[config.mk]
export PLATFORM = sky130hd
export DESIGN_NAME = flash_poll_status
export DESIGN_NICKNAME = d
export VERILOG_FILES = /design/src/rtl/flash_poll_status.sv
export SDC_FILE = /design/constraint.sdc
export NUM_CORES = 1
export LEC_CHECK = 0
export BUFFER_PORTS_ARGS = -buffer_cell sky130_fd_sc_hd__clkbuf_2
export CAP_MARGIN = 10
export CORE_AREA = 10 10 47 49
export CTS_BUF_LIST = sky130_fd_sc_hd__clkbuf_2
export DETAILED_ROUTE_END_ITERATION = 10
export DIE_AREA = 0 0 57 59
export MAX_ROUTING_LAYER = met4
export PLACE_DENSITY_LB_ADDON = 0.3
export SLEW_MARGIN = 20
export SYNTH_ARGS = -nofsm -noshare
export SYNTH_HDL_FRONTEND = slang
export SYNTH_SLANG_ARGS = --single-unit
[constraint.sdc]
create_clock -name clk -period 1.95 [get_ports clk]
set_input_delay 0.195 -clock clk [delete_from_list [all_inputs] [get_ports clk]]
set_output_delay 0.195 -clock clk [all_outputs]
set_load 0.05 [all_outputs]
[src/rtl/flash_poll_status.sv]
module flash_poll_status #(
  parameter int DW           = 8,
  parameter int CW           = 3,
  parameter int PROG_PULSES  = 4,
  parameter int ERASE_PULSES = 6
) (
  input  logic          clk,
  input  logic          rst_n,
  input  logic [1:0]    op_mode,
  input  logic [DW-1:0] last_data,
  input  logic          rd_stb,
  input  logic [CW-1:0] wr_cnt,
  input  logic          limit_hit,
  output logic          stat_q7,
  output logic          stat_q6,
  output logic          stat_q5,
  output logic          rb_drive_low
);
  localparam logic [1:0] M_PROG = 2'b01;
  localparam int         MSB    = DW - 1;

  logic prog_busy, erase_busy, busy;
  logic tog, fail, busy_q, last_erase;

  assign prog_busy  = (op_mode == M_PROG) && (int'(wr_cnt) >= PROG_PULSES);
  assign erase_busy = op_mode[1] && (int'(wr_cnt) >= ERASE_PULSES);
  assign busy       = prog_busy || erase_busy;

  always_ff @(posedge clk or negedge rst_n) begin
    if (!rst_n) begin
      tog        <= 1'b0;
      fail       <= 1'b0;
      busy_q     <= 1'b0;
      last_erase <= 1'b0;
    end else begin
      busy_q <= busy;
      if (busy && rd_stb) tog <= ~tog;
      if (busy && limit_hit) fail <= 1'b1;
      else if (busy && !busy_q) fail <= 1'b0;
      if (busy) last_erase <= erase_busy;
    end
  end

  assign stat_q7      = erase_busy ? 1'b0 :
                        prog_busy  ? ~last_data[MSB] :
                        last_erase ? 1'b1 : last_data[MSB];
  assign stat_q6      = tog;
  assign stat_q5      = fail;
  assign rb_drive_low = busy;


  property p_flip;
    @(posedge clk) disable iff (!rst_n) (rb_drive_low && rd_stb) |=> (stat_q6 != $past(stat_q6));
  endproperty
  q6_flip_chk: assert property (p_flip);


  property p_hold;
    @(posedge clk) disable iff (!rst_n) (!rb_drive_low || !rd_stb) |=> $stable(stat_q6);
  endproperty
  q6_hold_chk: assert property (p_hold);


  property p_fail_set;
    @(posedge clk) disable iff (!rst_n) (rb_drive_low && limit_hit) |=> stat_q5;
  endproperty
  q5_set_chk: assert property (p_fail_set);


  property p_fail_idle;
    @(posedge clk) disable iff (!rst_n) !rb_drive_low |=> (stat_q5 == $past(stat_q5));
  endproperty
  q5_idle_chk: assert property (p_fail_idle);


  property p_erase_q7;
    @(posedge clk) disable iff (!rst_n) (op_mode[1] && rb_drive_low) |-> !stat_q7;
  endproperty
  q7_erase_chk: assert property (p_erase_q7);


  property p_rb_mode;
    @(posedge clk) disable iff (!rst_n) rb_drive_low |-> (op_mode != 2'b00);
  endproperty
  rb_mode_chk: assert property (p_rb_mode);
endmodule

* Word level (Yosys, flattened, before mapping) *
Cells that the tools add are included.

storage, ports and cells
  bits in registers = 4
  bits of input ports = 17
  output and inout port bits = 4
  logic and storage cells = 22

cells by class
  magnitude comparators = 2
  equality and inequality tests = 1
  multiplexer cells = 5
  bitwise logic cells = 2
  reduce and logical (&&, ||, !) cells = 8

operators by type and width
  cell                                                       number
  greater-or-equal comparator 3 bit (second input constant)  2
  logical AND 1 bit                                          5
  two-way mux 1 bit                                          5
  equality test 2 x 1 -> 1 bit (second input constant)       1
  NOT 1 bit                                                  2
  nonzero test 2 bit                                         1
  zero test 1 bit                                            1
  logical OR 1 bit                                           1

* Depth between registers and ports, before layout *
Gate-level depths: netlist of the first run.

  depth in word-level cells = 6
  gate-level depth with buffers = 3
  gate-level depth less buffers = 3

* Worst setup path before layout of the first run *
OpenSTA, ideal clock, no wires.

  path kind = input to output
  from = input port op_mode[1]
  to = output port stat_q7
  arrival time = 1.398 ns
  required time = 1.755 ns
  setup slack = 0.357 ns
  stages on the path = 3
  path buffers = 0
  cell sequence = and2b_2 -> a22o_2 -> a21oi_1

on the way
  cells in the longest elaborated chain, start to end = 4
  elaborated cells on any way between the ends = 5
  classes of those cells = eq/ne: 1; mux: 2; reduce/logical: 2

ends and longest elaborated chain
  item                          line  source
  start, declared               9     input logic [1:0] op_mode,
  equality test 2 x 1 -> 1 bit  25    assign prog_busy = (op_mode == M_PROG) && (int'(wr_cnt) >= PROG_PULSES);
  logical AND 1 bit             25
  two-way mux 1 bit             45    prog_busy ? ~last_data[MSB] :
  two-way mux 1 bit (*)         44    assign stat_q7 = erase_busy ? 1'b0 :
  end, declared                 14    output logic stat_q7,

Mark *: on every way between the ends. The rest lies on a longest branch, timed or not.

* Final worst setup path of the first run *
Ends and elaborated chain as after synthesis.

==> results of run 1 <==
cell usage in the layout (no fill, tap or decap):
cell	instances
a211oi_1	1
a21oi_1	3
a22o_1	1
a22o_2	1
and2b_2	2
clkbuf_2	15
dfrtp_1	4
dlygate4sd3_1	1
mux2i_1	1
nand2_1	2
nor2_1	2
or3b_1	1
xor2_1	1
layer usage:
| metal | share of wire, % | vias up | track usage, % |
|---|---|---|---|
| met3 | 13 | 0 | 2.79 |
| met1 | 58 | 90 | 5.36 |
| li1 | - | 103 | - |
| met5 | 0 | - | - |
| met2 | 29 | 13 | 3.72 |
| met4 | 0 | 0 | 4.03 |
stage by stage:
step / cells / util, % / area, sq um / hold WS, ns
after global routing: 51 / 21.9 / 307 / 0.212
after global placement: 47 / 20.1 / 282 / 0.00926
after floorplan: 19 / - / 201 / -0.101
final: 51 / 21.9 / 307 / 0.218
after CTS: 51 / 21.9 / 307 / 0.209
after detailed placement: 47 / 20.1 / 282 / 0.00839
kinds of logic after synthesis:
group                     share of synthesized area (%)
and+or+nand+nor                                    20.5
DFF                                                49.7
muxes                                              4.97
AOI/OAI and AO/OA                                  20.5
xor gates and xnor gates                           4.35
state kept, by name, indices dropped and copies added (netlist names):
name        flops
last_erase      1
busy_q          1
stat_q5         1
stat_q6         1
final cells by class:
class                      count  area [sq um]  area share, %
clock buffer                   3          15.0           4.90
sequential                     4           100           32.7
timing repair buffer          13          70.1           22.9
tap                           16          20.0           6.53
multi-input combinational     15           101           33.1
cells in the mapped netlist:
library cell  instances  share of area [%]
a211oi_1              1                3.7
dfrtp_1               4                 50
nand2_1               2                3.7
nor2_1                2                3.7
a21oi_1               3                7.5
mux2i_1               1                5.0
or3b_1                1                4.3
a22o_2                1                5.0
and2b_2               2                8.7
xor2_1                1                4.3
a22o_1                1                4.3
where the power goes:
group | internal [uW] | switching (uW) | total (uW)
registers | 101 | 11.2 | 113
logic | 34.9 | 92.3 | 127
clock network | 41.5 | 36.9 | 78.4
how the worst min path moves through the flow:
stage	to	slack, ns
after global routing	stat_q5$_DFFE_PN0P_	0.21
after detailed placement	stat_q6$_DFFE_PN0P_	0.008
after global placement	stat_q6$_DFFE_PN0P_	0.009
final	stat_q5$_DFFE_PN0P_	0.22
after CTS	stat_q5$_DFFE_PN0P_	0.21
after floorplan	busy_q$_DFF_PN0_	-0.10
repair_timing:
| action | CTS | global route |
|---|---|---|
| endpoints found under the hold margin | 4 | 0 |
| hold buffers | 1 | 0 |
| endpoints found under the setup margin | 0 | 0 |
==> impl_metrics.env, run 1 <==
export IMPL_finalHoldViolCount=0
export IMPL_crit_fanout=4
export IMPL_clockRootBuffer="clkbuf_2"
export IMPL_cp_slowest_cell="clkbuf_2"
export IMPL_pre_cts_ws_ns=0.563
export IMPL_path_buf_inv=2
export IMPL_grt_max_degree=8
export IMPL_setup_slack_ns=0.565
export IMPL_n_fill_cell=170
export IMPL_seq_area_frac_synth_pct=49.7
export IMPL_worst_ep_arrival_time_ns=1.19
export IMPL_wl_per_cell_microns=11.7
export IMPL_rsz0062_at_grt="no"
export IMPL_synth_seq_cells=4
export IMPL_fin_crit_ns=1.38
export IMPL_numCtsBuffers=3
export IMPL_crit_path_end="stat_q7"
export IMPL_grt_pass1_wl_mm=1.04
export IMPL_antenna_found_initial=0
export IMPL_holdPathStages=2
export IMPL_status="finished clean"
export IMPL_clkSinkCount=4
export IMPL_num_rows=14
export IMPL_cp_startpoint="op_mode[1]"
export IMPL_ir_drop_mv=0.437
export IMPL_cts_resized=0
export IMPL_fmax_mhz=722
export IMPL_power_leakage_uw=0.000163
export IMPL_maxSlewHeadroom_pct=81.2
export IMPL_end_kind="output port"
export IMPL_clk_pin_slew_worst_paths_ns=0.05
export IMPL_htreeDepth=1
export IMPL_path_common_cell="clkbuf_2"
export IMPL_worst_pin_slew_ns=0.283
export IMPL_die_h_microns=59
export IMPL_ff2ff_path_depth=2
export IMPL_nNetsFinal=54
export IMPL_first_pass_iters=3
export IMPL_routed_wl_microns=599
export IMPL_fp_dieArea_sq_mm=0.00336
export IMPL_crit_cells=5
export IMPL_finClkSkew_ns=0.0000173
export IMPL_drt_initial_drc_count=5
export IMPL_critPathRequiredTime_ns=1.75
export IMPL_timing_rr_start="busy_q$_DFF_PN0_"
export IMPL_hold_path_class="in -> reg"
export IMPL_start_util_pct=14.4
export IMPL_critPathMaxStageDelay_ns=0.29
export IMPL_crit_type="in -> out"
export IMPL_start_kind="primary input"
export IMPL_grt_pass1_vias=255
export IMPL_cts_buffer_depth=2
export IMPL_worstHoldStart="limit_hit"
export IMPL_diodes=0
export IMPL_final_layout_size_suffix_gt1_share_pct=51.4
export IMPL_detail_route_antenna_nets=0
export IMPL_via_count=206
export IMPL_track_usage_pct=4.18
export IMPL_syn2layout_area_growth_pct=52.2
export IMPL_coreArea_sq_mm=0.00140
export IMPL_slew_viol_final=0
export IMPL_grt_ovfl_total=0
export IMPL_syn_instance_count=19
export IMPL_worstSkewPairLatency_ns=0.20
export IMPL_r2r_setup_slack_ns=0.92
export IMPL_cts_setup_buffers=0
export IMPL_cp_top_family="buffers and inverters"
export IMPL_numPortBuffers=12
export IMPL_boundaryPins=21
export IMPL_total_power_uw=318
export IMPL_die_width_microns=57
export IMPL_r2r_end="stat_q5$_DFFE_PN0P_"
export IMPL_syn_num_nets=36
export IMPL_setup_tns_ns=0
export IMPL_synth_area_per_cell_sq_um=10.6
export IMPL_p_per_area_mw_per_mm2=1040
export IMPL_drcViolationCount=0
export IMPL_finalSetupViolations=0
export IMPL_viasPerCell=4.04
export IMPL_path_cells="clkbuf_2, and2b_2, a22o_2, a21oi_1, clkbuf_2"
export IMPL_place_congestion=0.598
export IMPL_cts_tree="done"
export IMPL_drv_cap=0
export IMPL_ys_types=11
export IMPL_layout_worst_path_cycle_share_pct=71.0
export IMPL_synthesis_area_sq_um=201
export IMPL_ys_warn_count=0
Note: power is estimated with default switching activity, not from simulation.
==> inputs of run 2 (changes only) <==
==> constraint.sdc (replaced) <==
create_clock -name clk -period 1.43 [get_ports clk]
set_input_delay 0.143 -clock clk [delete_from_list [all_inputs] [get_ports clk]]
set_output_delay 0.143 -clock clk [all_outputs]
set_load 0.05 [all_outputs]
==> run 2 against run 1 <==
Compared with the run above:
- total power increased by 37%
- sequential cell count did not move
- critical path type unchanged
- utilization rose by 0.27 points
- via count decreased by 1.9%
- global-route usage is 0.087 points lower
- non-clock buffer count unchanged
==> impl_metrics.env, run 2 (synthesized netlist as in run 1, its figures left out) <==
export IMPL_status="finished clean"
export IMPL_nNetsFinal=54
export IMPL_n_fill_cell=159
export IMPL_place_congestion=0.595
export IMPL_fin_cells=51
export IMPL_fp_dieArea_sq_mm=0.00336
export IMPL_maxSlewHeadroom_pct=81.8
export IMPL_antenna_found_initial=0
export IMPL_cp_slowest_cell="clkbuf_2"
export IMPL_die_h_microns=59
export IMPL_grt_ovfl_total=0
export IMPL_p_per_area_mw_per_mm2=1400
export IMPL_cts_buffer_depth=2
export IMPL_diodes=0
export IMPL_start_kind="primary input"
export IMPL_drt_initial_drc_count=1
export IMPL_grt_busiest_layer="met1"
export IMPL_htreeDepth=1
export IMPL_fin_area_sq_um=310
export IMPL_r2r_setup_slack_ns=0.40
export IMPL_numCtsBuffers=3
export IMPL_multi_input_area_sq_um=105
export IMPL_met1_usage_pct=5.13
export IMPL_placed_area_sq_um=285
export IMPL_path_cells="clkbuf_2, and2b_2, a22o_2, a21oi_2, clkbuf_2"
export IMPL_start_util_pct=14.4
export IMPL_ir_drop_mv=0.663
export IMPL_clk_pin_slew_worst_paths_ns=0.05
export IMPL_crit_fanout=4
export IMPL_slew_viol_final=0
export IMPL_power_leakage_uw=0.000163
export IMPL_fin_crit_ns=1.26
export IMPL_setup_tns_ns=0
export IMPL_timing_rr_start="busy_q$_DFF_PN0_"
export IMPL_cts_tree="done"
export IMPL_die_width_microns=57
export IMPL_finClkSkew_ns=0.0000639
export IMPL_end_kind="output port"
export IMPL_crit_type="in -> out"
export IMPL_layout_worst_path_cycle_share_pct=88.2
export IMPL_final_layout_size_suffix_gt1_share_pct=54.3
export IMPL_drcViolationCount=0
export IMPL_holdPathStages=2
export IMPL_path_common_cell="clkbuf_2"
export IMPL_post_route_util_pct=22.1
export IMPL_detail_route_antenna_nets=0
export IMPL_worstHoldStart="limit_hit"
export IMPL_coreArea_sq_mm=0.00140
export IMPL_hold_path_endpoint="stat_q5$_DFFE_PN0P_"
export IMPL_final_common_cell="clkbuf_2"
export IMPL_routed_wl_microns=606
export IMPL_cp_startpoint="op_mode[1]"
export IMPL_viasPerCell=3.96
export IMPL_mostFrequentLayoutCells="clkbuf_2 (15), dfrtp_1 (4)"
export IMPL_register_area_sq_um=100
export IMPL_cts_setup_buffers=0
export IMPL_clockRootBuffer="clkbuf_2"
export IMPL_fmax_mhz=793
export IMPL_worst_pin_slew_ns=0.272
export IMPL_wl_per_cell_microns=11.9
export IMPL_num_rows=14
export IMPL_path_buf_inv=2
export IMPL_cp_top_family="buffers and inverters"
export IMPL_grt_max_degree=8
export IMPL_track_usage_pct=4.09
export IMPL_finalSetupViolations=0
export IMPL_critPathRequiredTime_ns=1.29
export IMPL_numPortBuffers=12
export IMPL_r2r_end="stat_q5$_DFFE_PN0P_"
export IMPL_first_pass_iters=2
export IMPL_finalHoldViolCount=0
export IMPL_hold_path_class="in -> reg"
export IMPL_grtUsageMet2_pct=3.57
export IMPL_worstSkewPairLatency_ns=0.21
export IMPL_grt_pass1_vias=236
export IMPL_dp_cells=47
export IMPL_ff2ff_path_depth=2
export IMPL_grt_pass1_wl_mm=1.00
export IMPL_worst_ep_arrival_time_ns=1.12
export IMPL_via_count=202
export IMPL_clkSinkCount=4
export IMPL_boundaryPins=21
export IMPL_whs_ns=0.157
export IMPL_syn2layout_area_growth_pct=54.0
export IMPL_met3_usage_pct=3.65
export IMPL_critPathMaxStageDelay_ns=0.28
export IMPL_rsz0062_at_grt="no"
export IMPL_drv_cap=0
run 2: timing repair:
action,in CTS,in global routing
endpoints found under the hold margin,4,0
gates resized for setup,0,0
hold buffers,1,0
run 2: through the flow:
stage | setup WS (ns) | power [uW]
floorplan | 0.240 | 277
global placement | 0.160 | 329
detailed placement | 0.164 | 330
CTS | 0.128 | 444
global route | 0.108 | 460
finish | 0.168 | 435
run 2: layer usage:
layer | part of all wire (%) | vias up | routed length [microns]
li1 | - | 102 | -
met1 | 56 | 87 | 340
met2 | 29 | 13 | 174
met3 | 15 | 0 | 91
met4 | 0 | 0 | 0
met5 | 0 | - | 0
run 2: how the worst max path moves through the flow:
stage	slack, ns	endpoint	cells after the start
after floorplan	0.24	stat_q7	3
after global placement	0.16	stat_q7	5
after detailed placement	0.16	stat_q7	5
after CTS	0.13	stat_q7	3
after global routing	0.11	stat_q7	3
final	0.17	stat_q7	5
run 2: layout make-up:
cell class	count	area share (%)
multi-input combinational	15	33.9
sequential	4	32.3
timing repair buffer	13	22.6
tap	16	6.45
clock buffer	3	4.84
run 2: power breakdown:
part / total, uW / internal [uW] / switching, uW / leakage, uW
sequential: 154 / 138 / 16.0 / 0.0000494
clock: 105 / 56.5 / 48.9 / 0.0000125
combinational: 175 / 48.3 / 127 / 0.000101
total: 435 / 243 / 191 / 0.000163
==> inputs of run 3 (changes only) <==
--- a/config.mk
+++ b/config.mk
@@ -7,10 +7,10 @@
 export LEC_CHECK = 0
 export BUFFER_PORTS_ARGS = -buffer_cell sky130_fd_sc_hd__clkbuf_2
 export CAP_MARGIN = 10
-export CORE_AREA = 10 10 47 49
+export CORE_AREA = 2 2 39 41
 export CTS_BUF_LIST = sky130_fd_sc_hd__clkbuf_2
 export DETAILED_ROUTE_END_ITERATION = 10
-export DIE_AREA = 0 0 57 59
+export DIE_AREA = 0 0 41 43
 export MAX_ROUTING_LAYER = met4
 export PLACE_DENSITY_LB_ADDON = 0.3
 export SLEW_MARGIN = 20
==> run 3 against run 2 <==
Compared with the run above:
- utilization is 0.28 points higher
- critical endpoint unchanged
- setup slack better by 0.0035 ns
- via count stayed put
- cell area stayed put
- routed wire length is 22% lower
- highest routed layer unchanged
- first-iteration DRC count stayed put
- die area is 48% lower
- count of clock-buffer cells in the layout stayed put
==> impl_metrics.env, run 3 (synthesized netlist as in run 1, its figures left out) <==
export IMPL_fmax_mhz=795
export IMPL_worstSkewPairLatency_ns=0.20
export IMPL_finalHoldViolCount=0
export IMPL_drcViolationCount=0
export IMPL_hold_path_endpoint="stat_q5$_DFFE_PN0P_"
export IMPL_cp_top_family="buffers and inverters"
export IMPL_mostFrequentLayoutCells="clkbuf_2 (15), dfrtp_1 (4)"
export IMPL_drv_cap=0
export IMPL_coreArea_sq_mm=0.00138
export IMPL_clockRootBuffer="clkbuf_2"
export IMPL_worstHoldStart="limit_hit"
export IMPL_clkSinkCount=4
export IMPL_fin_crit_ns=1.26
export IMPL_power_leakage_uw=0.000163
export IMPL_crit_fanout=4
export IMPL_wl_met2_microns=156
export IMPL_numCtsBuffers=3
export IMPL_drt_initial_drc_count=1
export IMPL_p_per_area_mw_per_mm2=1380
export IMPL_cts_resized=0
export IMPL_num_rows=14
export IMPL_path_common_cell="clkbuf_2"
export IMPL_path_cells="clkbuf_2, and2b_2, a22o_2, a21oi_2, clkbuf_2"
export IMPL_detail_route_antenna_nets=0
export IMPL_wl_met1_microns=249
export IMPL_antenna_found_initial=0
export IMPL_start_util_pct=14.6
export IMPL_finClkSkew_ns=0.00000566
export IMPL_grt_pass1_vias=208
export IMPL_grt_ovfl_total=0
export IMPL_viasPerCell=3.96
export IMPL_boundaryPins=21
export IMPL_timing_rr_start="busy_q$_DFF_PN0_"
export IMPL_nNetsFinal=54
export IMPL_setup_slack_ns=0.172
export IMPL_rsz0062_at_grt="no"
export IMPL_end_kind="output port"
export IMPL_critPathMaxStageDelay_ns=0.28
export IMPL_numPortBuffers=12
export IMPL_top_layer_used="met3"
export IMPL_crit_type="in -> out"
export IMPL_cts_buffer_depth=2
export IMPL_worst_ep_arrival_time_ns=1.12
export IMPL_layout_worst_path_cycle_share_pct=88.0
export IMPL_fin_cells=51
export IMPL_via_count=202
export IMPL_ir_drop_mv=0.652
export IMPL_r2r_setup_slack_ns=0.40
export IMPL_wl_per_cell_microns=9.31
export IMPL_cp_slowest_cell="clkbuf_2"
export IMPL_worst_pin_slew_ns=0.278
export IMPL_syn2layout_area_growth_pct=54.0
export IMPL_finalSetupViolations=0
export IMPL_dp_cells=47
export IMPL_status="finished clean"
export IMPL_first_pass_iters=2
export IMPL_pre_cts_ws_ns=0.165
export IMPL_start_kind="primary input"
export IMPL_path_buf_inv=2
export IMPL_htreeDepth=1
export IMPL_cts_tree="done"
export IMPL_setup_tns_ns=0
export IMPL_maxSlewHeadroom_pct=81.5
export IMPL_slew_viol_final=0
export IMPL_fin_area_sq_um=310
export IMPL_holdPathStages=2
export IMPL_r2r_end="stat_q5$_DFFE_PN0P_"
export IMPL_critPathRequiredTime_ns=1.29
export IMPL_hold_path_class="in -> reg"
export IMPL_final_layout_size_suffix_gt1_share_pct=54.3
export IMPL_diodes=0
export IMPL_n_fill_cell=155
export IMPL_ff2ff_path_depth=2
export IMPL_cts_setup_buffers=0
export IMPL_place_congestion=0.572
export IMPL_dp_hpwl_microns=369
export IMPL_grt_pass1_wl_microns=883
export IMPL_met3WireLength_microns=70
export IMPL_die_h_microns=43
export IMPL_clk_pin_slew_worst_paths_ns=0.05
export IMPL_placed_area_sq_um=285
export IMPL_routed_wl_microns=475
export IMPL_track_usage_pct=7.84
export IMPL_final_common_cell="clkbuf_2"
export IMPL_die_width_microns=41
export IMPL_grt_max_degree=8
export IMPL_fp_dieArea_sq_mm=0.00176
## run 3: cell counts in the layout (fill, tap and decap cells not counted)
Identical to the previous run, type by type.
## run 3: cell type report
| class | instances | area [sq um] | area share [%] |
|---|---|---|---|
| sequential | 4 | 100 | 32.3 |
| multi-input combinational | 15 | 105 | 33.9 |
| clock buffer | 3 | 15.0 | 4.84 |
| tap | 16 | 20.0 | 6.45 |
| timing repair buffer | 13 | 70.1 | 22.6 |
## run 3: worst max path at each step
stage,from,to,slack [ns],cells after the start
6_report,op_mode[1],stat_q7,0.17,5
5_1_grt,op_mode[1],stat_q7,0.12,5
4_1_cts,op_mode[1],stat_q7,0.16,5
3_5_place_dp,op_mode[1],stat_q7,0.17,5
3_3_place_gp,op_mode[1],stat_q7,0.16,5
2_1_floorplan,op_mode[1],stat_q7,0.24,3
## run 3: stage by stage
step | hold slack [ns] | utilization, % | power (uW)
finish | 0.172 | 22.4 | 428
detailed placement | -0.0437 | 20.6 | 325
global placement | -0.0428 | 20.6 | 326
floorplan | -0.153 | - | 277
global route | 0.168 | 22.4 | 458
CTS | 0.153 | 22.4 | 438
## run 3: timing repair
item / CTS / global route
hold buffers: 1 / 0
hold endpoints to repair: 4 / 0
endpoints found under the setup margin: 0 / 0
## run 3: power by group
part	leakage (uW)	internal (uW)	switching, uW
registers	0.0000494	138	15.1
clock network	0.0000125	56.5	45.9
logic	0.000101	48.4	124
total	0.000163	243	185
## run 3: metal layers
metal	GRT usage, %	up-vias
li1	-	102
met1	10.1	87
met2	9.38	13
met3	3.14	0
met4	6.00	0
met5	-	-
